<file path="src/rtl/systime_pkg.sv">
// Shared definitions for the fractional-increment time counter.
// Assumes a word-wide register port with a 2-bit address.
package systime_pkg;
    typedef enum logic [1:0] {
        SEL_TLO  = 2'd0,
        SEL_THI  = 2'd1,
        SEL_INC  = 2'd2,
        SEL_NONE = 2'd3
    } st_sel_e;

    localparam int WIDE_FIELD_W   = 31;
    localparam int NARROW_FIELD_W = 24;
endpackage

</file>
<file path="src/rtl/st_incr_reg.sv">
// Increment register: stores the masked write value and derives the
// increment actually applied per tick. Assumes WORD_W > 25.
module st_incr_reg #(
    parameter int WORD_W = 32,
    parameter bit NARROW = 1'b0
) (
    input  logic              clk,
    input  logic              rst_n,
    input  logic              wr_en,
    input  logic [WORD_W-1:0] wdata,
    output logic [WORD_W-1:0] inc_q,
    output logic [WORD_W-1:0] inc_eff
);
    import systime_pkg::*;

    localparam int KEEP_W = NARROW ? NARROW_FIELD_W + 1 : WIDE_FIELD_W;
    localparam logic [WORD_W-1:0] KEEP_MASK = WORD_W'((64'd1 << KEEP_W) - 64'd1);

    // Capture software writes, dropping bits outside the kept layout.
    always_ff @(posedge clk) begin
        if (!rst_n)     inc_q <= '0;
        else if (wr_en) inc_q <= wdata & KEEP_MASK;
    end

    generate
        if (NARROW) begin : g_narrow
            // Period bit gates the 24-bit field.
            assign inc_eff = inc_q[NARROW_FIELD_W]
                           ? {{(WORD_W-NARROW_FIELD_W){1'b0}}, inc_q[NARROW_FIELD_W-1:0]}
                           : '0;
        end else begin : g_wide
            // Whole register is the increment.
            assign inc_eff = inc_q;
        end
    endgenerate
endmodule

</file>
<file path="src/rtl/st_accum.sv">
// Time accumulator: adds the increment on each tick, or loads a full
// value (load wins over tick). Wraps modulo 2^(2*WORD_W).
module st_accum #(
    parameter int WORD_W = 32,
    localparam int TW    = 2 * WORD_W
) (
    input  logic              clk,
    input  logic              rst_n,
    input  logic              tick,
    input  logic              load,
    input  logic [TW-1:0]     load_val,
    input  logic [WORD_W-1:0] inc,
    output logic [TW-1:0]     time_q
);
    // Update time by load, tick increment, or hold.
    always_ff @(posedge clk) begin
        if (!rst_n)     time_q <= '0;
        else if (load)  time_q <= load_val;
        else if (tick)  time_q <= time_q + {{WORD_W{1'b0}}, inc};
    end
endmodule

</file>
<file path="src/rtl/st_rd_port.sv">
// Read port: registered read data, with a shadow of the high word
// captured on every low-word read for coherent 64-bit reads.
module st_rd_port #(
    parameter int WORD_W = 32,
    localparam int TW    = 2 * WORD_W
) (
    input  logic                 clk,
    input  logic                 rst_n,
    input  logic                 rd_en,
    input  systime_pkg::st_sel_e sel,
    input  logic [TW-1:0]        time_q,
    input  logic [WORD_W-1:0]    inc_q,
    output logic [WORD_W-1:0]    rdata,
    output logic [WORD_W-1:0]    shadow_q
);
    import systime_pkg::*;

    // Register the selected word; low read also fills the shadow.
    always_ff @(posedge clk) begin
        if (!rst_n) begin
            rdata    <= '0;
            shadow_q <= '0;
        end else if (rd_en) begin
            case (sel)
                SEL_TLO: begin
                    rdata    <= time_q[WORD_W-1:0];
                    shadow_q <= time_q[TW-1:WORD_W];
                end
                SEL_THI: rdata <= shadow_q;
                SEL_INC: rdata <= inc_q;
                default: rdata <= '0;
            endcase
        end
    end
endmodule

</file>
<file path="src/rtl/systime_accum.sv">
// Top of the fractional-increment system time counter. Decodes the
// register port, stages the low word for atomic loads, and ties the
// increment register, accumulator and read port together.
module systime_accum #(
    parameter int WORD_W = 32,
    parameter bit NARROW = 1'b0,
    localparam int TW    = 2 * WORD_W
) (
    input  logic              clk,
    input  logic              rst_n,
    input  logic              tick,
    input  logic              reg_wr,
    input  logic              reg_rd,
    input  logic [1:0]        reg_addr,
    input  logic [WORD_W-1:0] reg_wdata,
    output logic [WORD_W-1:0] reg_rdata,
    output logic [TW-1:0]     time_o
);
    import systime_pkg::*;

    st_sel_e           sel;
    logic [WORD_W-1:0] stage_q;
    logic [WORD_W-1:0] inc_q;
    logic [WORD_W-1:0] inc_eff;
    logic [WORD_W-1:0] shadow_q;
    logic              load;

    assign sel  = st_sel_e'(reg_addr);
    assign load = reg_wr && (sel == SEL_THI);

    // Hold the low word until the high word completes the load.
    always_ff @(posedge clk) begin
        if (!rst_n)                          stage_q <= '0;
        else if (reg_wr && sel == SEL_TLO)   stage_q <= reg_wdata;
    end

    st_incr_reg #(.WORD_W(WORD_W), .NARROW(NARROW)) u_inc (
        .clk     (clk),
        .rst_n   (rst_n),
        .wr_en   (reg_wr && sel == SEL_INC),
        .wdata   (reg_wdata),
        .inc_q   (inc_q),
        .inc_eff (inc_eff)
    );

    st_accum #(.WORD_W(WORD_W)) u_acc (
        .clk      (clk),
        .rst_n    (rst_n),
        .tick     (tick),
        .load     (load),
        .load_val ({reg_wdata, stage_q}),
        .inc      (inc_eff),
        .time_q   (time_o)
    );

    st_rd_port #(.WORD_W(WORD_W)) u_rd (
        .clk      (clk),
        .rst_n    (rst_n),
        .rd_en    (reg_rd),
        .sel      (sel),
        .time_q   (time_o),
        .inc_q    (inc_q),
        .rdata    (reg_rdata),
        .shadow_q (shadow_q)
    );
endmodule

</file>
<file path="config.mk">
export PLATFORM = sky130hd
export DESIGN_NAME = systime_accum
export DESIGN_NICKNAME = d
export VERILOG_FILES = /design/src/rtl/systime_pkg.sv /design/src/rtl/st_incr_reg.sv /design/src/rtl/st_accum.sv /design/src/rtl/st_rd_port.sv /design/src/rtl/systime_accum.sv
export SDC_FILE = /design/constraint.sdc
export NUM_CORES = 1
export LEC_CHECK = 0
export CAP_MARGIN = 20
export CORE_MARGIN = 4
export CORE_UTILIZATION = 23
export CTS_BUF_LIST = sky130_fd_sc_hd__clkbuf_2
export DETAILED_ROUTE_END_ITERATION = 8
export DONT_BUFFER_PORTS = 1
export PLACE_DENSITY = 0.32
export RECOVER_POWER = 50
export SKIP_LAST_GASP = 1
export SLEW_MARGIN = 10
export SYNTH_ARGS = -nofsm -noshare
export SYNTH_HDL_FRONTEND = slang
export SYNTH_SLANG_ARGS = --single-unit
</file>
<file path="constraint.sdc">
create_clock -name clk -period 4.28 [get_ports clk]
set_clock_uncertainty 0.15 [all_clocks]
set_input_delay 0.428 -clock clk [delete_from_list [all_inputs] [get_ports clk]]
set_output_delay 0.428 -clock clk [all_outputs]
set_load 0.01 [all_outputs]
</file>
After elaboration in Yosys (flattened, before gate mapping):

Index checks and enable logic that the tools add are counted.

* shift-type cells: 0
* div/mod/pow operators: 0
* bitwise logic cells: 0
* multipliers: 0
* mux-type cells: 3
* reductions and logical operators: 6
* add/sub/neg operators: 1
* order comparisons: 0
* equal/unequal tests: 2

Operator list (number)
* two-way mux 64 bit: 2
* one-hot mux 32 bit (3 select lines): 1
* adder 64 x 31 -> 64 bit: 1
* logical AND 1 bit: 3
* == test 2 x 1 -> 1 bit (second input constant): 1
* == test 2 bit (second input constant): 1
* zero test 2 bit: 1
* AND reduction 2 bit: 1
* nonzero test 2 bit: 1

* memories: 0
* bits of input ports: 39
* bits in latches: 0
* output and inout port bits: 96
* flip-flop bits (word level): 191
* bits in read-only memories: 0
* memory bits (writable): 0

Logic depth before layout (Yosys ltp):

Gate-level depths: netlist (run 1).

* depth in word-level cells: 3
* gate-level depth with buffers: 12
* depth with buffers taken out: 10

Cells and area by module:

A second synthesis (run 1) with hierarchy kept.

* cells, all modules: 1300
* area, all modules: 10995.5 µm²

Modules (own cells, without submodules)
* st_accum: times used 1, area each 5161.2 µm², cells an instance 668
* st_rd_port: times used 1, area each 3037.9 µm², cells an instance 355
* st_incr_reg: times used 1, area each 1458.9 µm², cells an instance 134
* systime_accum: times used 1, area each 1337.5 µm², cells an instance 143

Worst setup path after synthesis (run 1):

No wires, ideal clock.

* kind: register to register
* start point: reg u_acc.time_q[17]
* end point: reg u_acc.time_q[46]
* cell stages (with the launch flop): 11
* library setup time: 74 ps
* data required time: 4056 ps
* slack: 1240 ps
* buffers on the path: 1
* period minus slack after synthesis: 3040 ps
* arrival time: 2816 ps
* cell sequence: dfxtp_1 -> ha_1 -> nand2_2 -> or4_4 -> or2_1 -> a31oi_2 -> nor3b_2 -> or2_4 -> buf_6 -> or4_1 -> a31oi_1

* longest elaborated chain between the ends: 3

RTL lines
* from (decl): RTL line st_accum.sv:13 `output logic [TW-1:0] time_q`
* from (signal assigned): RTL line st_accum.sv:18 `else if (load) time_q <= load_val;`
* from (signal assigned): RTL line st_accum.sv:19 `else if (tick) time_q <= time_q + {{WORD_W{1'b0}}, inc};`
* adder 64 x 31 -> 64 bit: RTL line st_accum.sv:19
* two-way mux 64 bit: RTL line st_accum.sv:19
* two-way mux 64 bit: RTL line st_accum.sv:18

No other way between the ends. The select of a mux whose other input is x is not followed.
A chain may end at the register's enable or synchronous reset.

Worst setup path in the final report (run 1):

* start point: in rst_n
* end point: reg u_rd.rdata[29]

RTL lines
* from (decl): RTL line systime_accum.sv:10 `input logic rst_n,`
* to (signal assigned): RTL line st_rd_port.sv:26 `rdata <= time_q[WORD_W-1:0];`
* to (signal assigned): RTL line st_rd_port.sv:29 `SEL_THI: rdata <= shadow_q;`
* to (signal assigned): RTL line st_rd_port.sv:30 `SEL_INC: rdata <= inc_q;`
* to (decl): RTL line st_rd_port.sv:13 `output logic [WORD_W-1:0] rdata,`

No word-level cell between the ends.

==> flow_summary.toml, run 1 <==
[timing]
min_period_over_period = 0.9130
hold_violations = 0
final.setup.tns_ns = 0
worst_pin_slew_ns = 2.695
holdWs_ns = 0.1132
fin_crit_ns = 3.907
grt_setup_unrepaired = "false"
relSlewSlack = -0.7968
setup_viol = 0
fmax_ghz = 0.2559
slew_viol_final = 69

[worst_setup_path]
required_ns = 5.04
arrival_ns = 4.66
startpoint = "rst_n"
rr_startpoint = "u_acc.time_q[0]"
r2r-end = "u_acc.time_q[28]"
ff2ff_setup_slack_ns = 0.54
cp-endpoint = "u_rd.rdata[29]"
cp_max_fo = 68
critical_path_class = "in2reg"
crit_path_end_kind = "flop"
ff2ff_path_depth = 11
start_kind = "primary input"

[drt]
via_count = 9582
ant_nets = 0
totalWireLength_um = 44920
avgRoutedWirePerCell_um = 23.24
drtPass1Iterations = 5
drt_iter0_markers = 694
vias_per_cell = 4.957
drc = 0

[die]
start_util = 0.2323
design.die.area_um2 = 46900
core_area_um2 = 43080
ios = 135
dieHeight_um = 216.6
fp-row-count = 76
dieWidth_um = 216.6

[synth]
mappedNetlistArea_um2 = 10010
synth.area.top_cells = "dfxtp_1 (38%), a21oi_1 (9.4%), nand2_1 (9.3%)"
yosysTopAreaCell = "dfxtp_1"
synth_edf_count = 0
postSynthAreaPerCell_um2 = 7.673
synthCells = 1304
synth_flop_cell = "dfxtp_1"
synth_nets = 1375
synth_seq_area_share = 0.3821
yosysTopAreaCellShare = 0.3821
async_flop_share = 0
ys_warn_count = 0
yosys_register_bits = 191
yosysUniqueCellTypes = 66

[clock_tree]
cts_buffers = 17
cts_resized = 0
postCtsSetupRepairBufs = 0
cts_tree = "built"
cts_max_level = 4
clock-sinks = 191
cts_buffer_depth = 2
cts-root-buf = "clkbuf_2"
clk_latency_ns = 0.96
hold_buffers = 84
clk_pin_slew_ns = 0.35

[finish]
n_fill_cell = 4766
final_common_cell = "nand2_1"
multi_input_area_um2 = 5751
utilization = 0.2706
regArea_um2 = 3824
final_cell_mix = "nand2_1 (247), dfxtp_1 (191), a21oi_1 (188)"
final_nets = 1403
syn_to_final_growth_pct = 16.49
drive_gt1_frac = 0.06245

[global_routing]
overflow = 0
grt_pass1_vias = 9151
grt_max_degree = 69
antenna_found_initial = 9
grt_pass1_wl_um = 65340
track_usage = 0.1871

[job]
cap_violations = 1

[outcome]
outcome = "finished, violations left"
violations = "max-capacitance violations, max-slew violations"

[place]
dpl.hpwl_um = 30620
gp_congestion = 0.8116
place.port_buffers = 0

[power]
power_density_nw_per_um2 = 297.6
p_comb_frac = 0.151
p_sw_mw = 1.227
p_leak_nw = 4.092
total_power_mw = 3.469
ir_worst_vdd_uv = 141.6
power_frac_seq = 0.573
power.share.switching = 0.3537
p_clk_frac = 0.277
p_int_mw = 2.242

[hold_path]
min_path_type = "in2reg"
hold_path_depth = 3
-- power by group through the flow --
| stage | clock network [mW] | logic [mW] | registers (mW) |
|---|---|---|---|
| 2_1_floorplan | 0 | 0.314 | 1.97 |
| 3_3_place_gp | 0 | 0.387 | 2.02 |
| 3_5_place_dp | 0 | 0.386 | 2.02 |
| 4_1_cts | 1.01 | 0.528 | 1.99 |
| 5_1_grt | 1.06 | 0.576 | 2.00 |
| 6_report | 0.959 | 0.522 | 1.99 |
-- cell type report --
type / instances / share of cell area
Antenna cell: 3 / 0.0006441
Multi-Input combinational cell: 1004 / 0.4933
Clock inverter: 14 / 0.01116
Sequential cell: 191 / 0.3280
Timing Repair Buffer: 103 / 0.09146
Clock buffer: 18 / 0.007729
Tap cell: 585 / 0.06280
Inverter: 15 / 0.004830
-- per-layer routing --
metal,track usage,routed length [µm]
met1,0.2750,22860
met2,0.2763,19150
met3,0.04136,2169
met4,0.04737,699
met5,0,46
-- worst min path at each step --
stage | start | end | slack [ns]
floorplan | stage_q[2] | u_acc.time_q[2] | 0.28
finish | reg_wdata[10] | u_inc.inc_eff[10] | 0.11
global placement | stage_q[14] | stage_q[14] | 0.29
global route | reg_wdata[22] | u_inc.inc_eff[22] | 0.05
detailed placement | stage_q[14] | stage_q[14] | 0.30
CTS | reg_wdata[10] | u_inc.inc_eff[10] | 0.004
-- metrics by stage --
step | cell area (µm²) | cells | setup slack, ns
after detailed placement | 10520 | 1814 | 0.7280
after global placement | 10520 | 1814 | 0.6689
after CTS | 11660 | 1930 | 0.5163
after global routing | 11650 | 1932 | 0.2064
after floorplan | 10010 | 1304 | 1.240
final | 11660 | 1933 | 0.3725
-- synth_stat cells, drive strengths merged, types with 3 or more instances --
| cell type | number |
|---|---|
| a211oi | 52 |
| a21o | 15 |
| a21oi | 188 |
| a311oi | 4 |
| a31o | 8 |
| a31oi | 23 |
| and2 | 11 |
| and3 | 15 |
| and4 | 4 |
| buf | 9 |
| clkbuf | 84 |
| dfxtp | 191 |
| ha | 31 |
| inv | 15 |
| mux2i | 47 |
| nand2 | 251 |
| nand2b | 5 |
| nand3 | 18 |
| nand4 | 16 |
| nor2 | 114 |
| nor2b | 6 |
| nor3 | 12 |
| nor4 | 8 |
| o211ai | 5 |
| o21a | 4 |
| o21ai | 72 |
| o21bai | 5 |
| o31a | 3 |
| o31ai | 6 |
| o41ai | 3 |
| or2 | 4 |
| or3 | 9 |
| or4 | 8 |
| xnor2 | 22 |
| xor2 | 9 |
-- logic make-up after synthesis --
kind of cell | Yosys count | share of synthesized area
and+or+nand+nor | 489 | 0.2165
muxes | 49 | 0.04927
buffers and inverters | 109 | 0.04439
DFF | 191 | 0.3821
xor gates and xnor gates | 31 | 0.02714
AOI/OAI and AO/OA | 403 | 0.2398
adders and majority gates | 32 | 0.04077
-- registers in the layout, indices dropped and copies added (netlist names) --
register	count
u_rd.rdata	32
stage_q	32
u_rd.shadow_q	32
u_inc.inc_eff	31
u_acc.time_q	64
-- critical path, cell delays in order --
cell	delay, ns
dlygate4sd3_1	0.62
buf_16	0.24
inv_1	1.89
clkbuf_1	0.74
a211oi_1	0.08
dlygate4sd3_1	0.60
(Power assumes the default switching activity.)
==> run 2: changes to the inputs <==
--- a/constraint.sdc
+++ b/constraint.sdc
@@ -4,2 +4,2 @@
 set_output_delay 0.428 -clock clk [all_outputs]
-set_load 0.01 [all_outputs]
+set_load 0.1 [all_outputs]
==> flow_summary.toml, run 2 (synthesis results as in run 1) <==
[power]
ir_worst_vdd_uv = 162.6
p_leak_nw = 4.191
p_int_mw = 2.349
total_power_mw = 3.894
power.share.switching = 0.3967
power_density_nw_per_um2 = 328.2
p_clk_frac = 0.258
power_frac_seq = 0.521
p_sw_mw = 1.545
p_comb_frac = 0.220

[clock_tree]
cts_buffers = 17
cts_buffer_depth = 2
clock-sinks = 191
cts_resized = 0
clk_pin_slew_ns = 0.34
postCtsSetupRepairBufs = 0
cts_max_level = 4
cts_tree = "built"
hold_buffers = 77
clk_latency_ns = 0.93
cts-root-buf = "clkbuf_2"

[worst_setup_path]
crit_slowest_cell = "inv_4"
max_stage_delay_ns = 1.07
required_ns = 4.97
crit_buf_inv = 5
path_depth = 6
start_kind = "primary input"
ff2ff_path_depth = 8
cp_max_fo = 82
critical_path_class = "in2reg"
path_common_cell = "dlygate4sd3_1"
crit_path_end_kind = "flop"
critPathTopFamily = "buffers and inverters"
arrival_ns = 4.51
path_cells = "dlygate4sd3_1 > clkbuf_2 > inv_4 > clkbuf_1 > a311oi_1 > dlygate4sd3_1"

[timing]
fmax_ghz = 0.2618
final.setup.tns_ns = 0
holdWs_ns = 0.1132
fin_crit_ns = 3.820
hold_violations = 0
setup_viol = 0
slew_viol_final = 32
worst_pin_slew_ns = 1.661
grt_setup_unrepaired = "false"
min_period_over_period = 0.8925
relSlewSlack = -0.1103

[drt]
drc = 0
avgRoutedWirePerCell_um = 22.99
via_count = 9778
drtPass1Iterations = 5
totalWireLength_um = 45640
drt_iter0_markers = 618
ant_nets = 0
vias_per_cell = 4.926

[finish]
final_nets = 1456
final_common_cell = "nand2_1"
stdcell_area_um2 = 11860
largest_reg_flops = 64
final_cell_mix = "nand2_1 (248), dfxtp_1 (191), a21oi_1 (188)"
drive_gt1_frac = 0.07439
top_register = "u_acc.time_q"
syn_to_final_growth_pct = 18.56

[die]
ios = 135
dieWidth_um = 216.6
design.die.area_um2 = 46900
start_util = 0.2323
core_area_um2 = 43080
fp-row-count = 76
dieHeight_um = 216.6

[place]
gp_congestion = 0.8026
place.port_buffers = 0
dpl_cell_area_um2 = 10950
dpl.hpwl_um = 31180

[global_routing]
antenna_found_initial = 10
grt_max_degree = 83
grt_pass1_wl_um = 66940
overflow = 0
grt_pass1_vias = 9552
track_usage = 0.1917

[outcome]
violations = "max-capacitance violations, max-slew violations"
outcome = "finished, violations left"

[hold_path]
min_path_type = "in2reg"
hold_path_depth = 3

[job]
cap_violations = 1
[run 2: cell types whose count changed in the layout (fill, tap and decap cells not counted), moves of 2 or more]
cell           delta
clkbuf_1         +40
buf_4            +21
dlygate4sd3_1     -7
inv_8             -5
clkinv_4          -4
clkinv_2          +3
bufinv_16         +2
inv_6             +2
[run 2: path summary, 6_finish.rpt]
check,end,slack (ns),from
worst min-delay path,u_acc.time_q[1],0.11,reg_addr[1]
worst max register to register,u_acc.time_q[62],0.52,u_acc.time_q[42]
worst min register to register,stage_q[19],0.32,stage_q[19]
worst max-delay path,u_acc.time_q[9],0.46,rst_n
[run 2: layout make-up]
class / instances / area (µm²)
repair buffers: 156 / 1261
multi-input cells: 1004 / 5748
clock buffers: 19 / 95.09
flip-flops and latches: 191 / 3824
clock inverters: 13 / 138.9
fillers: 4716 / 31210
well taps: 585 / 732.0
diodes: 2 / 5.005
inverters: 15 / 58.81
[run 2: metal layers]
| metal | vias up | part of all wire | track usage | wire, µm |
|---|---|---|---|---|
| met1 | 4757 | 0.51 | 0.2806 | 23150 |
| met4 | 10 | 0.015 | 0.04843 | 699 |
| li1 | 4787 | - | - | - |
| met3 | 42 | 0.048 | 0.04136 | 2201 |
| met5 | - | 0.0011 | 0 | 50 |
| met2 | 182 | 0.43 | 0.2858 | 19540 |
[run 2: power by group through the flow]
stage	Combinational (mW)	Sequential, mW	Clock (mW)
after floorplan	0.315	2.33	0
after global placement	0.750	2.06	0
after detailed placement	0.750	2.06	0
after CTS	0.885	2.03	1.06
after global routing	0.917	2.04	1.11
final	0.857	2.03	1.01
[run 2: through the flow]
stage          instances  worst slack [ns]    util
2_1_floorplan       1304            0.6281       -
3_3_place_gp        1873            0.5802  0.2543
3_5_place_dp        1873            0.6436  0.2543
4_1_cts             1982            0.5733  0.2795
5_1_grt             1984            0.2726  0.2753
6_report            1985            0.4601  0.2754
[run 2: worst register-to-register path, delay by kind of cell (launching register included)]
family	cells	cell delay, ns
and+or+nand+nor	5	1.73
AOI/OAI and AO/OA	1	0.16
buffers and inverters	2	1.28
DFF	1	0.38
